--- config.mk ---
export PLATFORM = sky130hd
export DESIGN_NAME = dc_bus_arbiter
export DESIGN_NICKNAME = d
export VERILOG_FILES = /design/src/rtl/dc_arb_pkg.sv /design/src/rtl/dc_arb_core.sv /design/src/rtl/dc_chain_cell.sv /design/src/rtl/dc_bus_arbiter.sv
export SDC_FILE = /design/constraint.sdc
export NUM_CORES = 1
export LEC_CHECK = 0
export BUFFER_PORTS_ARGS = -buffer_cell sky130_fd_sc_hd__buf_2
export CORE_AREA = 2 2 39 41
export CTS_BUF_LIST = sky130_fd_sc_hd__clkbuf_8
export DETAILED_ROUTE_END_ITERATION = 16
export DIE_AREA = 0 0 41 43
export GPL_TIMING_DRIVEN = 1
export PLACE_DENSITY = 0.65
export RECOVER_POWER = 50
export REMOVE_ABC_BUFFERS = 1
export SETUP_SLACK_MARGIN = 0.4
export SYNTH_ARGS = -nofsm -noshare
export SYNTH_HDL_FRONTEND = slang
export SYNTH_SLANG_ARGS = --single-unit
--- constraint.sdc ---
create_clock -name clk -period 2.25 [get_ports clk]
set_input_delay 0.1125 -clock clk [delete_from_list [all_inputs] [get_ports clk]]
set_output_delay 0.1125 -clock clk [all_outputs]
set_load 0.01 [all_outputs]
--- src/rtl/dc_arb_pkg.sv ---
package dc_arb_pkg;
  // Arbiter grant state: idle, or holding the grant until busy is seen
  typedef enum logic {
    ARB_IDLE  = 1'b0,
    ARB_GRANT = 1'b1
  } arb_state_e;
endpackage

--- src/rtl/dc_arb_core.sv ---
module dc_arb_core
  import dc_arb_pkg::*;
(
  input  logic clk,
  input  logic rst_n,
  input  logic bus_req_i,
  input  logic bus_busy_i,
  output logic grant_o,
  output logic token_o
);
  arb_state_e state_q;
  logic       grant_prev_q;

  always_ff @(posedge clk) begin
    if (!rst_n) begin
      state_q      <= ARB_IDLE;
      grant_prev_q <= 1'b0;
    end else begin
      grant_prev_q <= (state_q == ARB_GRANT);
      unique case (state_q)
        ARB_IDLE:  if (bus_req_i && !bus_busy_i) state_q <= ARB_GRANT;
        ARB_GRANT: if (bus_busy_i)               state_q <= ARB_IDLE;
        default:                                 state_q <= ARB_IDLE;
      endcase
    end
  end

  assign grant_o = (state_q == ARB_GRANT);
  // single-cycle token injected into the chain on the grant's leading edge
  assign token_o = grant_o && !grant_prev_q;
endmodule

--- src/rtl/dc_chain_cell.sv ---
module dc_chain_cell (
  input  logic clk,
  input  logic rst_n,
  input  logic req_i,
  input  logic done_i,
  input  logic tok_in_i,
  output logic tok_out_o,
  output logic own_o,
  output logic pend_o
);
  logic pend_q, own_q, tok_q;
  logic release_w;

  assign release_w = own_q && done_i;

  always_ff @(posedge clk) begin
    if (!rst_n) begin
      pend_q <= 1'b0;
      own_q  <= 1'b0;
      tok_q  <= 1'b0;
    end else begin
      pend_q <= release_w ? 1'b0 : (pend_q || req_i);
      if (own_q) own_q <= !done_i;
      else       own_q <= tok_in_i && pend_q;
      // forward the token only when this master is not asking
      tok_q  <= tok_in_i && !pend_q;
    end
  end

  assign tok_out_o = tok_q;
  assign own_o     = own_q;
  assign pend_o    = pend_q;
endmodule

--- src/rtl/dc_bus_arbiter.sv ---
module dc_bus_arbiter #(
  parameter int NM = 4
) (
  input  logic          clk,
  input  logic          rst_n,
  input  logic [NM-1:0] req_i,
  input  logic [NM-1:0] done_i,
  output logic [NM-1:0] taken_o,
  output logic          bus_req_o,
  output logic          bus_busy_o,
  output logic          grant_o
);
  localparam int LINKS = NM + 1;

  logic [LINKS-1:0] link_w;
  logic [NM-1:0]    pend_w;
  logic [NM-1:0]    own_w;
  logic             token_w;

  dc_arb_core u_core (
    .clk        (clk),
    .rst_n      (rst_n),
    .bus_req_i  (bus_req_o),
    .bus_busy_i (bus_busy_o),
    .grant_o    (grant_o),
    .token_o    (token_w)
  );

  assign link_w[0] = token_w;

  for (genvar k = 0; k < NM; k++) begin : g_cell
    dc_chain_cell u_cell (
      .clk       (clk),
      .rst_n     (rst_n),
      .req_i     (req_i[k]),
      .done_i    (done_i[k]),
      .tok_in_i  (link_w[k]),
      .tok_out_o (link_w[k+1]),
      .own_o     (own_w[k]),
      .pend_o    (pend_w[k])
    );
  end

  assign bus_req_o  = |pend_w;
  assign bus_busy_o = |own_w;
  assign taken_o    = own_w;
endmodule

---- After elaboration in Yosys (flattened, before gate mapping) ----
Cells that the tools add are included.
operators by class
  equality and inequality tests ........... 0
  multipliers ............................. 0
  add/subtract/negate cells ............... 0
  mux-type cells .......................... 7
  divide/modulo/power cells ............... 0
  shifts and indexed selects .............. 0
  bitwise operators ....................... 2
  order comparisons ....................... 0
  reductions and logical operators ........ 32
operator list
  operator                         count
  logical AND 1 bit                13
  logical NOT 1 bit                9
  OR reduction 2 bit               4
  OR reduction 4 bit               2
  two-way mux 1 bit                6
  logical OR 1 bit                 4
  NOT 1 bit                        2
  case mux 1 bit (2 select lines)  1
word-level totals
  bits in registers ....................... 13
  input port bits ......................... 10
  RAM bits ................................ 0
  memories ................................ 0
  memory bits (read-only) ................. 0
  latch bits .............................. 0

---- Depth between registers and ports, before layout ----
Gate-level depths: netlist of the first run.
  depth after elaboration ................. 5
  gate-level depth with buffers ........... 3

---- Cells and area by module ----
A second synthesis of the first run with hierarchy kept.
second synthesis, totals
  cells, all modules ...................... 48
  area, all modules ....................... 469.2 µm²
modules (own cells, without submodules)
  module          cells an instance  area each (µm²)  instances
  dc_chain_cell   10                 96.3             4
  dc_arb_core     6                  68.8             1
  dc_bus_arbiter  2                  15.0             1

---- Worst setup path before layout of the first run ----
No wires, ideal clock.
  kind .................................... flip-flop to flip-flop
  start point ............................. reg g_cell[0].u_cell.pend_q
  end point ............................... reg u_core.state_q, in the netlist u_core.grant_o
  arrival ................................. 1.061 ns
  path slack .............................. 1.073 ns
  cell stages (with the launch flop) ...... 3
  path buffers ............................ 0
  cell sequence ........................... dfxtp_1 or4_4 o211a_1
between the ends
  longest elaborated chain between the ends .. 4
ends and longest elaborated chain
  what                             RTL line              source
  start, declared                  dc_chain_cell.sv:11   logic pend_q, own_q, tok_q;
  start signal, assigned           dc_chain_cell.sv:22   pend_q <= release_w ? 1'b0 : (pend_q || req_i);
  OR reduction 4 bit               dc_bus_arbiter.sv:44  assign bus_req_o = |pend_w;
  net bus_req_o                    dc_bus_arbiter.sv:9   output logic bus_req_o,
  logical AND 1 bit                dc_arb_core.sv:21     ARB_IDLE: if (bus_req_i && !bus_busy_i) state_q <= ARB_GRANT;
  two-way mux 1 bit                dc_arb_core.sv:21
  case mux 1 bit (2 select lines)  dc_arb_core.sv:20     unique case (state_q)
  end signal, assigned             dc_arb_core.sv:21
  end signal, assigned             dc_arb_core.sv:22     ARB_GRANT: if (bus_busy_i) state_q <= ARB_IDLE;
  end signal, assigned             dc_arb_core.sv:23     default: state_q <= ARB_IDLE;
  end, declared                    dc_arb_core.sv:11     arb_state_e state_q;
The timed path passes the listed nets, and every way through them passes these cells.
A chain may end at the register's enable or synchronous reset.

---- Worst setup path in the final report of the first run ----
  start point ............................. reg g_cell[0].u_cell.pend_q
  end point ............................... out bus_req_o
between the ends
  longest elaborated chain between the ends .. 1
ends and longest elaborated chain
  what                RTL line
  OR reduction 4 bit  dc_bus_arbiter.sv:44
  end, declared       dc_bus_arbiter.sv:9
Every way passes these cells.

==> run_results.csv, run 1 <==
group,metric,value,unit
timing,max_slew_margin,77.5,%
placement,placed_cell_area,552,sq um
clocking,path_clk_slew,0.05,ns
pwr,ir_drop,0.263,mV
synth,synth-seq-cells,13,
synth,yosysTopAreaCell,"dfxtp_1",
placement,place.gp.congestion,0.715,
die,initial_core_util,35.1,%
run,cap_violations,0,
drt,ant_nets,0,
layout,final_area,597,sq um
synth,synthesis.area,485,sq um
global_routing,met1_usage,11.7,%
global_routing,grt_use_met3,2.09,%
synth,synth_top_area_share,53.6,%
drt,totalWireLength,920,um
die,fp.dieW,41,um
setup_path,slowest_delay,0.54,ns
global_routing,use_met2,18.8,%
clocking,cts_setup_buffers,0,
drt,drtIter0Drc,7,
synth,synth_common_cells,"dfxtp_1, buf_4",
synth,synth_async_sr_flop_share,0,%
setup_path,path_buf_inv,1,
timing,setup-tns-final,0,ns
timing,timing.final.crit_share,60.6,%
timing,setup_viol,0,
clocking,cts_root_buffer,"clkbuf_8",
layout,area_growth,22.9,%
placement,dp_hpwl,706,um
setup_path,cp-start-kind,"register",
clocking,cts_tree,"built",
synth,synth_top_flop_cell,"dfxtp_1",
clocking,ctsHoldBuffers,0,
global_routing,gr-usage-all-layers,12.0,%
placement,port_buffers,16,
synth,yosysSeqAreaShare,53.6,%
min_path,min_from,"done_i[3]",
layout,drive_above_1_share,31.7,%
setup_path,cp_max_fo,4,
placement,post-place-ws,1.08,ns
timing,setup_ws,0.885,ns
timing,fin_skew,0.00109,ns
die,dieArea,1760,sq um
pwr,power_leakage,0.273,nW
timing,rsz0062_at_grt,"no",
timing,tightestPinTransition,0.335,ns
setup_path,crit_chain,"or4_4 > buf_2",
setup_path,reg2reg_slack,1.07,ns
setup_path,worst_setup_path_end_kind,"output port",
global_routing,top_usage_layer,"met2",
setup_path,critPathKind,"register to output port",
min_path,hold_depth,2,
setup_path,cpMaxStageDelayCell,"or4_4",
timing,period_minus_slack,1.36,ns
drt,viasPerCell,5.08,
drt,wire_per_inst,11.6,um
global_routing,grt_max_degree,13,
timing,whs,0.0533,ns
setup_path,rr_endpoint,"u_core.grant_o$_SDFF_PN0_",
setup_path,crit_arrival,1.25,ns
die,coreArea,1380,sq um
synth,synth_cell_types,19,
die,num_io_pins,17,
clocking,cts_buffers,3,
timing,clock.fmax,733,MHz
synth,synth.most_common_cell,"dfxtp_1",
synth,synth_edf_count,0,
pwr,power_density,818,nW/um^2
min_path,hp-class,"primary input to register",
clocking,cts.repair.resized,0,
synth,netlist_instances,48,
global_routing,grt-ovfl-total,0,
drt,drtPass1Iterations,4,
global_routing,grt_pass1_wl,1.34,mm
clocking,ctsHtreeMaxLevel,1,
clocking,clock_latency,0.24,ns
synth,ys.warnings.count,0,
synth,synthTopCellsByArea,"dfxtp_1, buf_4, a21boi_0",
layout,antenna_cells,0,
drt,drcViolationCount,0,
layout,finish.utilization,43.1,%
drt,num_vias,401,
setup_path,r2r_start,"g_cell[0].u_cell.pend_o$_SDFF_PP0_",
timing,finalHoldViolCount,0,
die,fp-row-count,14,
timing,slew_viol_final,0,
layout,nets,74,
clocking,clock_sinks,13,
die,fp.dieH,43,um
setup_path,critPathRequiredTime,2.14,ns
setup_path,crit_family,"simple AND/OR/NAND/NOR gates",
setup_path,startpoint,"g_cell[0].u_cell.pend_o$_SDFF_PP0_",
status,status,"complete, no violations",
global_routing,antenna_found_initial,0,
clocking,clockBufferDepth,2,
global_routing,grt_pass1_vias,337,
min_path,worst_hold_path.endpoint,"g_cell[3].u_cell.pend_o$_SDFF_PP0_",
setup_path,reg2reg_depth,2,
synth,syn_area_per_cell,10.1,sq um
## cell type report
cell class              instances  area (sq um)
well taps                      16          20.0
fillers                       136           787
clock inverters                 1          3.75
multi-input cells              29           188
flip-flops and latches         13           260
inverters                       1          3.75
repair buffers                 16          80.1
clock buffers                   3          41.3
## per-stage QoR
stage                     power, mW  std cells
after floorplan               0.276         43
after global placement        0.297         75
after detailed placement      0.298         75
after CTS                     0.498         79
after global routing          0.512         79
final                         0.488         79
## sequential cells by signal, indices dropped and copies added, names as in the netlist
name	flops
g_cell.u_cell.own_o	4
u_core.grant_prev_q	1
g_cell.u_cell.pend_o	4
g_cell.u_cell.tok_out_o	3
u_core.grant_o	1
## cells in the final DEF, fill, tap and decap left out, drive strengths merged
cell type,instances
nor4bb,1
inv,2
nor2,2
or4,1
o21a,1
dfxtp,13
o211a,2
and2,1
buf,16
nand2,3
clkbuf,3
nand3b,3
nor3b,1
a21boi,3
a21oi,3
o21ai,3
nor2b,1
nand2b,3
nor4,1
## power by group
part           leakage [nW]  switching, mW  internal [mW]
clock                0.0269         0.0754          0.120
combinational         0.140         0.0171         0.0223
sequential            0.107         0.0105          0.243
total                 0.273          0.103          0.385
## cell families after synthesis
family / count (synthesis) / synth area share, %
simple gates: 17 / 22.2
flops: 13 / 53.6
compound gates: 12 / 16.5
buf+inv: 6 / 7.73
## layer usage
layer  vias to the layer above  share of wire [%]  routed length (um)
met5                         -                  0                   0
met4                         0                1.5                  14
met3                         2                5.2                  48
met2                        13                 51                 465
met1                       190                 42                 390
li1                        196                  -                   -
## how the worst max path moves through the flow
stage / to / cells past startpoint
floorplan: u_core.grant_o$_SDFF_PN0_ / 2
global placement: u_core.grant_o$_SDFF_PN0_ / 2
detailed placement: u_core.grant_o$_SDFF_PN0_ / 2
CTS: bus_req_o / 2
global route: bus_req_o / 2
finish: bus_req_o / 2
No activity file was read; power rests on OpenSTA's default activity.
==> run 2, diff against run 1 <==
- ABC_AREA: not set -> 1
- clock period: 2.25 -> 1.4 ns (I/O delays scaled with it)
==> run 2 against run 1 <==
  * Area after synthesis fell by 0.52%
  * Synthesized cell count rose by 23%
  * Hold slack improved by 0.0051 ns
  * First-iteration DRC count fell by 71%
  * Power rose by 64%
  * Register-to-register slack got worse by 0.40 ns
  * Sequential share of layout area rose by 0.89 points
  * Cell area fell by 1.0%
  * Via count fell by 5.2%
  * Clock skew rose by 0.0010 ns
  * Worst setup slack got worse by 0.43 ns
  * Critical path depth rose by 1
  * Critical path type unchanged
  * Largest cell class unchanged
  * Largest power group unchanged
==> run_results.csv, run 2 <==
group,metric,value,unit
status,status,"complete, no violations",
timing,finalHoldViolCount,0,
placement,place.gp.congestion,0.706,
global_routing,grt_pass1_wl,1.18,mm
clocking,cts_buffers,3,
synth,synth_top_area_share,53.9,%
run,cap_violations,0,
drt,ant_nets,0,
pwr,power_leakage,0.291,nW
placement,port_buffers,16,
die,fp.dieW,41,um
global_routing,grt_pass1_vias,318,
setup_path,cp_max_fo,4,
global_routing,grt-ovfl-total,0,
clocking,clock_latency,0.23,ns
clocking,cts_tree,"built",
timing,slew_viol_final,0,
setup_path,critPathRequiredTime,1.33,ns
pwr,ir_drop,0.482,mV
layout,layoutNonFillerInstCount,90,
synth,synth_top_flop_cell,"dfxtp_1",
clocking,ctsHoldBuffers,0,
layout,nets,85,
setup_path,cp-start-kind,"register",
layout,nFillCells,147,
setup_path,crit_arrival,0.88,ns
clocking,cts_root_buffer,"clkbuf_8",
synth,synth_common_cells,"nor2_1, dfxtp_1, nand2_1",
die,fp.dieH,43,um
synth,synthesis.area,483,sq um
die,fp-row-count,14,
timing,clock.fmax,1050,MHz
placement,post-place-ws,0.645,ns
drt,drcViolationCount,0,
setup_path,worst_setup_path_end_kind,"output port",
die,num_io_pins,17,
placement,dp.cells,86,
drt,drtPass1Iterations,2,
clocking,clock_sinks,13,
synth,yosysTopAreaCell,"dfxtp_1",
die,initial_core_util,34.9,%
timing,whs,0.0584,ns
layout,area_growth,22.3,%
synth,synth_edf_count,0,
timing,rsz0062_at_grt,"yes",
clocking,cts_setup_buffers,0,
timing,period_minus_slack,0.949,ns
synth,netlist_instances,59,
layout,layout_commonest_cell,"buf_2",
layout,layout_common_cells,"buf_2, nor2_1, nand2_1",
global_routing,gr-usage-all-layers,10.8,%
synth,yosysSeqAreaShare,53.9,%
pwr,p_total,0.799,mW
drt,num_vias,380,
clocking,path_clk_slew,0.05,ns
global_routing,grt_max_degree,9,
timing,setup_viol,0,
min_path,hold_depth,3,
setup_path,reg2reg_depth,4,
synth,syn_area_per_cell,8.19,sq um
clocking,clockBufferDepth,2,
drt,wire_per_inst,8.63,um
drt,totalWireLength,777,um
clocking,ctsHtreeMaxLevel,1,
timing,setup_ws,0.451,ns
timing,fin_skew,0.00213,ns
global_routing,antenna_found_initial,0,
timing,setup-tns-final,0,ns
die,dieArea,1760,sq um
timing,max_slew_margin,88.4,%
die,coreArea,1380,sq um
min_path,hp-class,"primary input to register",
synth,synthTopCellsByArea,"dfxtp_1, nor2_1, nand2_1",
pwr,power_density,1350,nW/um^2
timing,timing.final.crit_share,67.8,%
synth,synth_cell_types,11,
setup_path,critPathKind,"register to output port",
placement,dp_hpwl,599,um
synth,synth_async_sr_flop_share,0,%
timing,tightestPinTransition,0.173,ns
drt,viasPerCell,4.22,
synth,synth.most_common_cell,"nor2_1",
synth,synth-seq-cells,13,
drt,drtIter0Drc,2,
synth,ys.warnings.count,0,
clocking,cts.repair.resized,0,
layout,antenna_cells,0,
layout,drive_above_1_share,37.8,%
==> run 2: path summary, 6_finish.rpt <==
kind | startpoint | to | slack [ns]
hold reg to reg | u_core.grant_prev_q$_SDFF_PN0_ | g_cell[0].u_cell.tok_out_o$_SDFF_PN0_ | 0.41
setup / recovery | g_cell[2].u_cell.pend_o$_SDFF_PP0_ | bus_req_o | 0.45
setup reg to reg | g_cell[2].u_cell.pend_o$_SDFF_PP0_ | u_core.grant_o$_SDFF_PN0_ | 0.67
hold / removal | req_i[2] | g_cell[2].u_cell.pend_o$_SDFF_PP0_ | 0.06
==> run 2: critical path, cell delays in order, from the launching register on <==
cell,delay [ns]
dfxtp_2,0.33
nor2_2,0.11
nand2_2,0.07
buf_2,0.14
==> run 2: logic make-up (layout without fill, tap and decap cells) <==
logic type,count (synthesis),count (layout),synth area share [%]
compound gates,4,4,4.15
simple gates,35,35,32.6
flops,13,13,53.9
buf+inv,7,22,9.33
==> run 2: final cells by class <==
cell class	count	area, sq um	share of cell area [%]
sequential	13	263	44.5
multi-input combinational	39	175	29.7
timing repair buffer	16	80.1	13.6
clock buffer	3	41.3	6.99
tap	16	20.0	3.39
inverter	2	7.51	1.27
clock inverter	1	3.75	0.636
==> run 2: through the flow <==
| step | cell area, sq um | util, % |
|---|---|---|
| 2_1_floorplan | 445 | - |
| 3_5_place_dp | 546 | 39.4 |
| 4_1_cts | 591 | 42.7 |
| 6_report | 591 | 42.7 |
| 5_1_grt | 591 | 42.7 |
| 3_3_place_gp | 546 | 39.4 |
==> run 2: where the power goes <==
part           internal [mW]  switching (mW)
clock network          0.192           0.116
logic                 0.0366          0.0386
registers              0.394          0.0211
==> run 2: metal layers <==
layer	share of wire, %	track usage, %	wire length, um
met2	45	14.1	351
met1	47	11.4	363
met4	1.2	12.0	9
met3	6.8	4.71	53
met5	0	0	0
